==> src/rtl/tx_ring_dma.sv <==
module tx_ring_dma #(
  parameter int AW      = 32,
  parameter int MAX_LEN = 2048
) (
  input  logic          clk,
  input  logic          rst_n,
  input  logic          cfg_we,
  input  logic [2:0]    cfg_addr,
  input  logic [31:0]   cfg_wdata,
  output logic          mem_req,
  output logic          mem_we,
  output logic [AW-1:0] mem_addr,
  output logic [31:0]   mem_wdata,
  input  logic          mem_ack,
  input  logic [31:0]   mem_rdata,
  output logic          tx_valid,
  output logic [7:0]    tx_data,
  output logic          tx_last,
  input  logic          tx_ready,
  output logic          busy,
  output logic [3:0]    cause,
  output logic          irq
);

  localparam logic [2:0] A_HEAD_LO = 3'd0;
  localparam logic [2:0] A_HEAD_HI = 3'd1;
  localparam logic [2:0] A_CMD     = 3'd2;
  localparam logic [2:0] A_MASK    = 3'd3;
  localparam logic [2:0] A_CAUSE   = 3'd4;
  localparam int CMD_HI = 23;
  localparam int CMD_LO = 22;
  localparam int OWN    = 31;
  localparam logic [15:0] LEN_LIMIT = 16'(MAX_LEN);

  typedef enum logic [3:0] {
    S_IDLE, S_PICK, S_RD_STAT, S_RD_LEN, S_RD_BUF, S_RD_NEXT,
    S_FETCH, S_SEND, S_WB, S_ADV
  } state_t;

  state_t        state;
  logic [AW-1:0] head_lo, head_hi, cur, nxt, bufp;
  logic          pend_hi, pend_lo, qsel;
  logic [31:0]   stat, word;
  logic [15:0]   len, remain;
  logic [1:0]    bidx;
  logic [3:0]    cause_q, mask_q;
  logic          irq_q;

  wire idle     = (state == S_IDLE);
  wire wr_head  = cfg_we && idle;
  wire cmd_wr   = cfg_we && cfg_addr == A_CMD && idle;
  wire start    = cmd_wr && (cfg_wdata[CMD_HI] || cfg_wdata[CMD_LO]);
  wire mask_wr  = cfg_we && cfg_addr == A_MASK;
  wire cause_wr = cfg_we && cfg_addr == A_CAUSE;
  wire done     = (state == S_PICK) && !pend_hi && !pend_lo;
  wire send_ok  = (len != 16'd0) && (len < LEN_LIMIT);
  wire [AW-1:0] cur_head = qsel ? head_hi : head_lo;

  assign busy      = !idle;
  assign mem_req   = (state == S_RD_STAT) || (state == S_RD_LEN) || (state == S_RD_BUF) ||
                     (state == S_RD_NEXT) || (state == S_FETCH) || (state == S_WB);
  assign mem_we    = (state == S_WB);
  assign mem_wdata = {1'b0, stat[30:0]};
  assign tx_valid  = (state == S_SEND);
  assign tx_data   = word[8*bidx +: 8];
  assign tx_last   = (remain == 16'd1);
  assign cause     = cause_q;
  assign irq       = irq_q;

  always_comb begin
    case (state)
      S_RD_LEN:  mem_addr = cur + AW'(4);
      S_RD_BUF:  mem_addr = cur + AW'(8);
      S_RD_NEXT: mem_addr = cur + AW'(12);
      S_FETCH:   mem_addr = bufp;
      S_RD_STAT, S_WB: mem_addr = cur;
      default:   mem_addr = '0;
    endcase
  end

  logic [3:0] set_bits, cause_n, mask_n;
  logic       pend_irq;
  always_comb begin
    set_bits = '0;
    if (state == S_WB && mem_ack) set_bits = qsel ? 4'b0100 : 4'b1000;
    cause_n  = (cause_wr ? (cause_q & cfg_wdata[3:0]) : cause_q) | set_bits;
    mask_n   = mask_wr ? cfg_wdata[3:0] : mask_q;
    pend_irq = |(cause_n & mask_n);
  end

  always_ff @(posedge clk) begin
    if (!rst_n) begin
      head_lo <= '0;
      head_hi <= '0;
      cause_q <= '0;
      mask_q  <= '0;
      irq_q   <= 1'b0;
    end else begin
      if (wr_head && cfg_addr == A_HEAD_LO) head_lo <= cfg_wdata[AW-1:0];
      if (wr_head && cfg_addr == A_HEAD_HI) head_hi <= cfg_wdata[AW-1:0];
      cause_q <= cause_n;
      mask_q  <= mask_n;
      irq_q   <= (done || mask_wr) ? pend_irq : (irq_q && pend_irq);
    end
  end

  always_ff @(posedge clk) begin
    if (!rst_n) begin
      state   <= S_IDLE;
      pend_hi <= 1'b0;
      pend_lo <= 1'b0;
      qsel    <= 1'b0;
      cur     <= '0;
      nxt     <= '0;
      bufp    <= '0;
      stat    <= '0;
      word    <= '0;
      len     <= '0;
      remain  <= '0;
      bidx    <= '0;
    end else begin
      case (state)
        S_IDLE: if (start) begin
          pend_hi <= cfg_wdata[CMD_HI];
          pend_lo <= cfg_wdata[CMD_LO];
          state   <= S_PICK;
        end
        S_PICK: begin
          if (pend_hi) begin
            qsel <= 1'b1; pend_hi <= 1'b0; cur <= head_hi; state <= S_RD_STAT;
          end else if (pend_lo) begin
            qsel <= 1'b0; pend_lo <= 1'b0; cur <= head_lo; state <= S_RD_STAT;
          end else begin
            state <= S_IDLE;
          end
        end
        S_RD_STAT: if (mem_ack) begin
          stat  <= mem_rdata;
          state <= mem_rdata[OWN] ? S_RD_LEN : S_RD_NEXT;
        end
        S_RD_LEN: if (mem_ack) begin
          len   <= mem_rdata[31:16];
          state <= S_RD_BUF;
        end
        S_RD_BUF: if (mem_ack) begin
          bufp  <= mem_rdata[AW-1:0];
          state <= S_RD_NEXT;
        end
        S_RD_NEXT: if (mem_ack) begin
          nxt <= mem_rdata[AW-1:0];
          if (!stat[OWN])   state <= S_ADV;
          else if (send_ok) begin
            remain <= len;
            state  <= S_FETCH;
          end else          state <= S_WB;
        end
        S_FETCH: if (mem_ack) begin
          word  <= mem_rdata;
          bufp  <= bufp + AW'(4);
          bidx  <= '0;
          state <= S_SEND;
        end
        S_SEND: if (tx_ready) begin
          remain <= remain - 16'd1;
          if (remain == 16'd1)  state <= S_WB;
          else if (bidx == 2'd3) state <= S_FETCH;
          else                  bidx <= bidx + 2'd1;
        end
        S_WB: if (mem_ack) state <= S_ADV;
        S_ADV: begin
          if (nxt == cur_head) state <= S_PICK;
          else begin
            cur   <= nxt;
            state <= S_RD_STAT;
          end
        end
        default: state <= S_IDLE;
      endcase
    end
  end

  p_req_hold_r10: assert property (@(posedge clk) disable iff (!rst_n)
    mem_req && !mem_ack |=> mem_req && $stable(mem_addr) && $stable(mem_we) && $stable(mem_wdata));

  p_tx_hold_r10: assert property (@(posedge clk) disable iff (!rst_n)
    tx_valid && !tx_ready |=> tx_valid && $stable(tx_data) && $stable(tx_last));

  p_wb_owner_clear_r6: assert property (@(posedge clk) disable iff (!rst_n)
    mem_req && mem_we |-> !mem_wdata[OWN]);

  p_irq_needs_cause_r8: assert property (@(posedge clk) disable iff (!rst_n)
    irq |-> |(cause & mask_q));

  p_cause_sticky_r7: assert property (@(posedge clk) disable iff (!rst_n)
    cause[3] && !cause_wr |=> cause[3]);

  p_start_busy_r9: assert property (@(posedge clk) disable iff (!rst_n)
    !busy && cfg_we && cfg_addr == A_CMD && (cfg_wdata[CMD_HI] || cfg_wdata[CMD_LO]) |=> busy);

endmodule

==> config.mk <==
export PLATFORM = sky130hd
export DESIGN_NAME = tx_ring_dma
export DESIGN_NICKNAME = d
export VERILOG_FILES = /design/src/rtl/tx_ring_dma.sv
export SDC_FILE = /design/constraint.sdc
export NUM_CORES = 1
export LEC_CHECK = 0
export BUFFER_PORTS_ARGS = -buffer_cell sky130_fd_sc_hd__buf_2
export CAP_MARGIN = 20
export CORE_UTILIZATION = 60
export DETAILED_ROUTE_END_ITERATION = 12
export PLACE_DENSITY = 0.84
export RECOVER_POWER = 100
export SETUP_SLACK_MARGIN = 0.02
export SYNTH_ARGS = -nofsm -noshare
export SYNTH_HDL_FRONTEND = slang
export SYNTH_SLANG_ARGS = --single-unit
==> constraint.sdc <==
create_clock -name clk -period 3.07 [get_ports clk]
set_input_delay 0.307 -clock clk [delete_from_list [all_inputs] [get_ports clk]]
set_output_delay 0.307 -clock clk [all_outputs]
set_load 0.005 [all_outputs]
After elaboration in Yosys (flattened, before gate mapping)
Cells that the tools add are included.
{"block": "totals", "ff_bits": 274, "latchBits": 0, "ram_bits": 0, "romBits": 0, "inputBits": 72, "output_inout_bits": 82, "n_memories": 0}
{"block": "op_classes", "addsub": 6, "multipliers": 0, "div_mod_pow": 0, "order_cmp": 1, "eq_ne": 32, "shifts": 1, "mux": 48, "bitwise_logic": 3, "reduce_logical": 46}
{"operator": "$mux W32", "count": 6}
{"operator": "$pmux W32 S5", "count": 1}
{"operator": "$pmux W32 S2", "count": 2}
{"operator": "$add A32 B3 Y32 const B", "count": 2}
{"operator": "$add A32 B4 Y32 const B", "count": 2}
{"operator": "$mux W16", "count": 4}
{"operator": "$mux W4", "count": 16}
{"operator": "$pmux W4 S10", "count": 1}
{"operator": "$eq A32 B32 Y1", "count": 1}
{"operator": "$pmux W16 S2", "count": 1}
{"operator": "$shiftx A32 B6 Y8", "count": 1}
{"operator": "$ne A2 B2 Y1 const B", "count": 11}
{"operator": "$eq A16 B1 Y1 const B", "count": 1}
{"operator": "$eq A4 B3 Y1 const B", "count": 4}
{"operator": "$lt A16 B12 Y1 const B", "count": 1}
{"operator": "$reduce_bool A16 Y1", "count": 1}
{"operator": "$sub A16 B1 Y16 const B", "count": 1}
{"operator": "$mux W2", "count": 7}
{"operator": "$logic_and A1 B1 Y1", "count": 13}
{"operator": "$reduce_and A2 Y1", "count": 6}
{"operator": "$reduce_bool A2 Y1", "count": 6}
{"operator": "$reduce_and A5 Y1", "count": 2}
{"operator": "$reduce_and A3 Y1", "count": 3}
{"operator": "$reduce_and A9 Y1", "count": 1}
{"operator": "23 further kinds", "count": 43}

Logic depth before layout (Yosys ltp)
Gate-level depths: netlist of run 1.
{"block": "depth", "ltp_word": 8, "depth_mapped": 10, "mapped_depth_nobuf": 8}

Least setup slack after synthesis of run 1
No wires, ideal clock.
{"block": "synth_timing", "path_kind": "reg2out", "start": "reg state[2]", "end": "out mem_addr[28]", "t_arrival_ns": 2.270, "t_required_ns": 2.763, "setup_slack_ns": 0.493, "stages_incl_launch_ff": 10, "path_buffers": 2, "cell_sequence": "dfxtp_1 > buf_2 > nor4bb_1 > buf_2 > xor2_1 > ha_1 > a21oi_1 > or4b_2 > xor2_1 > o21ai_0"}
{"block": "synth_via", "elab_chain_len": 3, "word_cells_on_any_way": 8, "classes_between": "6 x eq/ne; 1 x mux; 1 x reduce/logical"}
{"element": "start: declaration", "line_no": "40", "source": "state_t state;"}
{"element": "start signal: assignment", "line_no": "139", "source": "state <= mem_rdata[OWN] ? S_RD_LEN : S_RD_NEXT;"}
{"element": "$eq A4 B4 Y1 / $eq A4 B2 Y1 (equally long branches)", "line_no": "71", "source": "case (state)"}
{"element": "$reduce_or A2 Y1", "line_no": "71"}
{"element": "$pmux W32 S5 (*)", "line_no": "71"}
{"element": "end: declaration", "line_no": "12", "source": "output logic [AW-1:0] mem_addr,"}
Mark *: on every way between the ends. The rest lies on a longest branch, timed or not.

Worst setup path in the final report of run 1
{"block": "layout_timing", "start": "reg state[1]", "end": "out mem_addr[18]"}
The elaborated chain is that of the path after synthesis.

==> metrics, run 1 <==
worst setup margin -78.4 ps; PD cells 430 nW/µm²; Top Ports 154; Num CTS Buffers 28; DRC viols 0; TritonCTS clock tree yes; diodes inserted 0; CP top delay family compound AO/OA/AOI/OAI gates; min-delay src cfg_wdata[11]; clk root buf clkbuf_16; Max-slew headroom -0.516; Worst Hold Class in -> reg; worst-path cell chain nor4bb_4 > buf_4 > xor2_1 > ha_2 > buf_4 > a21o_4 > a21oi_2 > a211o_1 > o211ai_1 > o311ai_1 > buf_2; Syn Inst Count 2070; violated checks negative hold slack, max-capacitance violations, max-slew violations, negative setup slack; Synth cell types 78; pin count of the biggest net entering global routing 108; Register-to-Register Setup Slack 390 ps; Hold Path Depth 3; placed insts 2425; Global Route Usage Sum 0.388; register bit count reported by yosys 274; endpoints failing hold 1; max_cap viols 1; Hold Path End head_hi[11]; Yosys warning count 0; most frequent cells in the layout nand2_1 (557), a21oi_1 (308), dfxtp_1 (259), buf_2 (139), buf_4 (77); die height 162 µm; WP buf/inv 3; post-route clock period utilization 1.03; P&R area growth vs syn 14.1%; 1st-pass router iterations 7; final wirelength 52800 µm; worst reg2reg path depth 8; min Tclk post-route 3150 ps; H-tree depth 1; RR Startpoint qsel; Max Slew Vio Count 69; Fmax achieved 318 MHz; worst skew pair latency 570 ps; Critical Path AT 2840 ps; TritonCTS Sinks 274; vias in the first global route 14.6k; number of enable flip-flop cells after synthesis 0; Initial Util 0.611; CORE AREA 25100 µm²; Congestion Overflow GR 0; Net Count, Synth 2148; Finished Layout Cells 2496; Lkg Pwr 6.25 nW; Post-Syn Area per Cell 7.41 µm²; CP Class reg -> out; DRT iter0 DRCs 2235; Worst path max stage delay 360 ps; commonest non-fill, non-tap cell in the layout nand2_1; peak supply drop 448 µV; Post-synth ARST share 0; unrepaired setup endpoints after global routing yes; CP Max Fanout 6; net count reported at finish 2225; final setup vio count 15; measured slew at the worst slew-check pin 2270 ps; Critical Path End Type primary output; r2r endpoint cur[27]; CP max stage cell dfxtp_4; vias post-DR 16.4k; prevailing post-synth register cell dfxtp_1; clk_skew 17.0 ps; area of the mapped netlist 15300 µm²; Via-to-Cell Ratio 6.57; routability cong. 1.01; port bufs 152; Post-DP HPWL 36300 µm; status complete, but fails checks; Bufs on Longest Clock Path 3; die area 26200 µm²; clock-pin slew on the worst setup and hold paths 60 ps; startpoint types flip-flop; first-pass GRT wire length 80500 µm; Final ANT Viol Nets 0; share of cells above drive strength 1 0.158; hold slack -1.69 ps; cell mode on critical path buf_4; WL per Instance 21.2 µm; die width 162 µm; register area share after synthesis 0.358; initial antenna violation count 0; pre-CTS setup slack 193 ps; Rows 58; Worst Path Required 2760 ps
-- cell type report --
cell class,count,area [µm²]
Sequential cell,274,5510
Multi-Input combinational cell,1579,9100
Timing Repair Buffer,246,1530
Clock inverter,12,131
Inverter,18,67.6
Tap cell,330,413
Clock buffer,37,754
Fill cell,2015,7610
-- sequential cells by signal (all words and copies together) (netlist names) --
signal   flops
bufp        32
cur         32
head_hi     32
head_lo     32
nxt         32
stat        32
word        32
len         16
remain      16
cause        4
mask_q       4
state        4
bidx         2
irq          1
pend_hi      1
pend_lo      1
qsel         1
-- metrics by stage --
stage / power (mW) / util / hold WS, ps / cell area, µm² / TNS, ps
final: 7.52 / 0.697 / -1.69 / 17500 / -547
after global routing: 7.70 / 0.697 / 1.78 / 17500 / -7570
after CTS: 7.51 / 0.691 / 0.107 / 17300 / -52.1
after detailed placement: 4.22 / 0.646 / 446 / 16200 / 0
after global placement: 4.21 / 0.646 / 439 / 16200 / 0
after floorplan: 4.01 / - / 432 / 15300 / 0
-- per-layer routing --
metal | part of all wire | global-route usage | vias to the layer above
met5 | 0 | 0 | -
met4 | 0.053 | 0.198 | 0
met3 | 0.12 | 0.0631 | 202
met2 | 0.44 | 0.588 | 1104
met1 | 0.39 | 0.532 | 7630
li1 | - | - | 7473
-- worst max-delay path by stage --
stage | from | to | cells after the start
CTS | state[3] | mem_addr[28] | 9
detailed placement | state[2] | mem_addr[28] | 9
global route | state[1] | mem_addr[21] | 9
floorplan | state[2] | mem_addr[28] | 9
global placement | state[2] | mem_addr[28] | 9
finish | state[1] | mem_addr[18] | 11
-- tightest hold or removal path, stage by stage --
cell     delay (ps)
buf_2           100
nand2_1          50
a21oi_1          50
-- cell families (layout without fill, tap and decap cells) --
family | Yosys count | in the layout | share of synthesized area
simple gates | 845 | 845 | 0.244
xor+xnor | 49 | 49 | 0.0280
mux | 81 | 81 | 0.0596
flops | 274 | 274 | 0.358
fa+ha+maj | 7 | 7 | 0.00555
other cells | 1 | 1 | 0.000244
buf+inv | 217 | 313 | 0.0659
compound gates | 596 | 596 | 0.240
-- where the power goes --
| group | leakage, nW | switching [mW] | internal [mW] | total, mW |
|---|---|---|---|---|
| registers | 2.22 | 0.0208 | 3.58 | 3.60 |
| logic | 3.60 | 0.420 | 0.159 | 0.579 |
| clock network | 0.435 | 1.45 | 1.90 | 3.35 |
-- synth_stat cells (14+ instances only) --
library cell  count  share of area
nand2_1         561           0.14
buf_4            34          0.017
and3_1           14         0.0057
nor4_1           17         0.0069
xor2_1           39          0.022
a31oi_1          17         0.0069
o21ai_0          71          0.023
mux2i_1          70          0.046
inv_1            17         0.0042
nand3_1          43          0.014
o211ai_1         51          0.025
buf_2            25         0.0082
nand4_1          36          0.015
clkbuf_1        129          0.032
a311o_1          32          0.021
nor3_1           23         0.0075
nor2_1           74          0.018
dfxtp_1         274           0.36
a21oi_1         311           0.10
-- repair_timing --
action / in CTS / in global routing
hold endpoints to repair: 12 / 0
gates resized for setup: 34 / 33
setup endpoints to repair: 21 / 22
gates cloned: 0 / 0
pin swaps: 9 / 20
buffers inserted: 6 / 7
hold buffers: 9 / 0
No activity file was read; power rests on OpenSTA's default activity.
==> run 2, diff against run 1 <==
==> constraint.sdc (replaced) <==
create_clock -name clk -period 3.07 [get_ports clk]
set_input_delay 0.4605 -clock clk [delete_from_list [all_inputs] [get_ports clk]]
set_output_delay 0.4605 -clock clk [all_outputs]
set_load 0.005 [all_outputs]
==> run 2 against run 1 <==
  * The run ends with max-slew violations, negative setup slack left
  * Clock skew is 9.8 ps higher
  * Critical path depth is 2 lower
  * Clock power is 18% higher
  * Sequential power hardly changed
  * Worst hold slack better by 140 ps
  * Die area stayed put
  * Via count hardly changed
  * First-iteration DRC count is 1.2% lower
  * Critical endpoint is now mem_addr[13]
  * Setup slack worse by 140 ps
  * Largest cell class unchanged
  * Non-clock buffer count is 17 higher
==> metrics, run 2 (same netlist as run 1, synthesis figures left out) <==
vias post-DR 16.4k (about the same); Critical Path End Type primary output (unchanged); cell mode on critical path buf_4 (unchanged); PD cells 452 nW/µm² (was 430 nW/µm²); min Tclk post-route 3290 ps (was 3150 ps); post-route clock period utilization 1.07 (was 1.03); clk_skew 26.8 ps (was 17.0 ps); worst reg2reg path depth 8 (unchanged); Num CTS Buffers 29 (was 28); Lkg Pwr 6.40 nW (was 6.25 nW); final setup vio count 22 (was 15); P&R area growth vs syn 17.0% (was 14.1%); CP Class reg -> out (unchanged); Congestion Overflow GR 0 (unchanged); Filler Cell Count 2039 (was 2015); net count reported at finish 2243 (was 2225); clock-pin slew on the worst setup and hold paths 60 ps (about the same); final wirelength 54100 µm (was 52800 µm); peak supply drop 457 µV (was 448 µV); max_cap viols 0 (was 1); Top Ports 154 (unchanged); measured slew at the worst slew-check pin 1530 ps (was 2270 ps); Fmax achieved 304 MHz (was 318 MHz); most frequent cells in the layout nand2_1 (558), a21oi_1 (306), dfxtp_1 (254), buf_2 (130), buf_4 (88) (was nand2_1 (557), a21oi_1 (308), dfxtp_1 (259), buf_2 (139), buf_4 (77)); H-tree depth 1 (unchanged); hold_buf cts 0 (was 9); share of cells above drive strength 1 0.182 (was 0.158); RR Startpoint state[2] (was qsel); Rows 58 (unchanged); commonest non-fill, non-tap cell in the layout nand2_1 (unchanged); Critical Path AT 2830 ps (was 2840 ps); Worst path max stage delay 340 ps (was 360 ps); r2r endpoint nxt[9] (was cur[27]); Post-DP HPWL 37000 µm (was 36300 µm); unrepaired setup endpoints after global routing yes (unchanged); Via-to-Cell Ratio 6.52 (was 6.57); Hold Path Depth 3 (unchanged); DRC viols 0 (unchanged); worst setup margin -217 ps (was -78.4 ps); Register-to-Register Setup Slack 220 ps (was 390 ps); Worst Hold Class in -> reg (unchanged); port bufs 152 (unchanged); 1st-pass router iterations 8 (was 7); pin count of the biggest net entering global routing 131 (was 108); routability cong. 0.972 (was 1.01); pre-CTS setup slack -18.5 ps (was 193 ps); endpoints failing hold 0 (was 1); WL per Instance 21.5 µm (was 21.2 µm); status complete, but fails checks (unchanged); vias in the first global route 14.8k (was 14.6k); die height 162 µm (unchanged); worst-path cell chain nor4bb_4 > buf_4 > buf_4 > maj3_4 > nand4_1 > buf_4 > a221o_1 > a221o_1 > buf_2 (was nor4bb_4 > buf_4 > xor2_1 > ha_2 > buf_4 > a21o_4 > a21oi_2 > a211o_1 > o211ai_1 > o311ai_1 > buf_2); CORE AREA 25100 µm² (unchanged); TritonCTS Sinks 274 (unchanged); Global Route Usage Sum 0.401 (was 0.388); TritonCTS clock tree yes (unchanged); min-delay src cfg_wdata[28] (was cfg_wdata[11]); initial antenna violation count 0 (unchanged); Worst Path Required 2610 ps (was 2760 ps); CP max stage cell dfxtp_2 (was dfxtp_4); Initial Util 0.611 (unchanged); CP Max Fanout 5 (was 6); die width 162 µm (unchanged); Max-slew headroom -0.0192 (was -0.516); clk root buf clkbuf_16 (unchanged); Final ANT Viol Nets 0 (unchanged); Bufs on Longest Clock Path 3 (unchanged); first-pass GRT wire length 82900 µm (was 80500 µm); die area 26200 µm² (unchanged); design area 18000 µm² (was 17500 µm²); diodes inserted 0 (unchanged); Hold Path End head_lo[28] (was head_hi[11]); Max Slew Vio Count 130 (was 69); worst skew pair latency 580 ps (was 570 ps); DRT iter0 DRCs 2209 (was 2235); dpl cell area 16300 µm² (was 16200 µm²); startpoint types flip-flop (unchanged); violated checks max-slew violations, negative setup slack (was negative hold slack, max-capacitance violations, max-slew violations, negative setup slack)
## run 2: layer usage
metal | global-route usage | part of all wire | wire length (µm) | vias to the layer above
met2 | 0.613 | 0.44 | 23900 | 981
met5 | 0 | 0 | 0 | -
met1 | 0.545 | 0.40 | 21500 | 7763
met3 | 0.0672 | 0.11 | 5890 | 165
li1 | - | - | - | 7491
met4 | 0.201 | 0.051 | 2760 | 0
## run 2: area by class of cell
cell class | count | area [µm²] | share of cell area
multi-input cells | 1579 | 9230 | 0.514
clock inverters | 19 | 299 | 0.0167
inverters | 18 | 68.8 | 0.00383
flip-flops and latches | 274 | 5520 | 0.307
repair buffers | 263 | 1670 | 0.0930
clock buffers | 34 | 764 | 0.0426
well taps | 330 | 413 | 0.0230
## run 2: worst max-delay path by stage
stage          startpoint           end
6_report         state[2]  mem_addr[13]
5_1_grt          state[2]  mem_addr[18]
4_1_cts          state[3]  mem_addr[28]
3_5_place_dp     state[2]  mem_addr[28]
3_3_place_gp     state[2]  mem_addr[28]
2_1_floorplan    state[2]  mem_addr[28]
## run 2: what timing repair did
item,in CTS,in global routing
buffers inserted,10,15
setup endpoints to repair,26,28
gates resized for setup,70,51
pin swaps,31,23
## run 2: critical path, delay by kind of cell, from the launching register on
family | cells | cell delay (ps)
buffers and inverters | 4 | 640
AOI/OAI and AO/OA | 2 | 570
and+or+nand+nor | 2 | 460
DFF | 1 | 340
adders and majority gates | 1 | 240
## run 2: where the power goes
part	total, mW	switching (mW)	internal, mW
Sequential	3.60	0.0201	3.58
Combinational	0.569	0.420	0.149
Clock	3.95	1.57	2.38
## run 2: stage by stage
| step | total power [mW] | setup TNS, ps | hold slack, ps | instances | util |
|---|---|---|---|---|---|
| floorplan | 4.01 | 0 | 432 | 2070 | - |
| global placement | 4.21 | 0 | 438 | 2439 | 0.650 |
| detailed placement | 4.22 | -18.5 | 444 | 2439 | 0.650 |
| CTS | 8.08 | -1910 | 136 | 2502 | 0.706 |
| global route | 8.28 | -5180 | 146 | 2517 | 0.715 |
| finish | 8.11 | -2780 | 136 | 2517 | 0.715 |
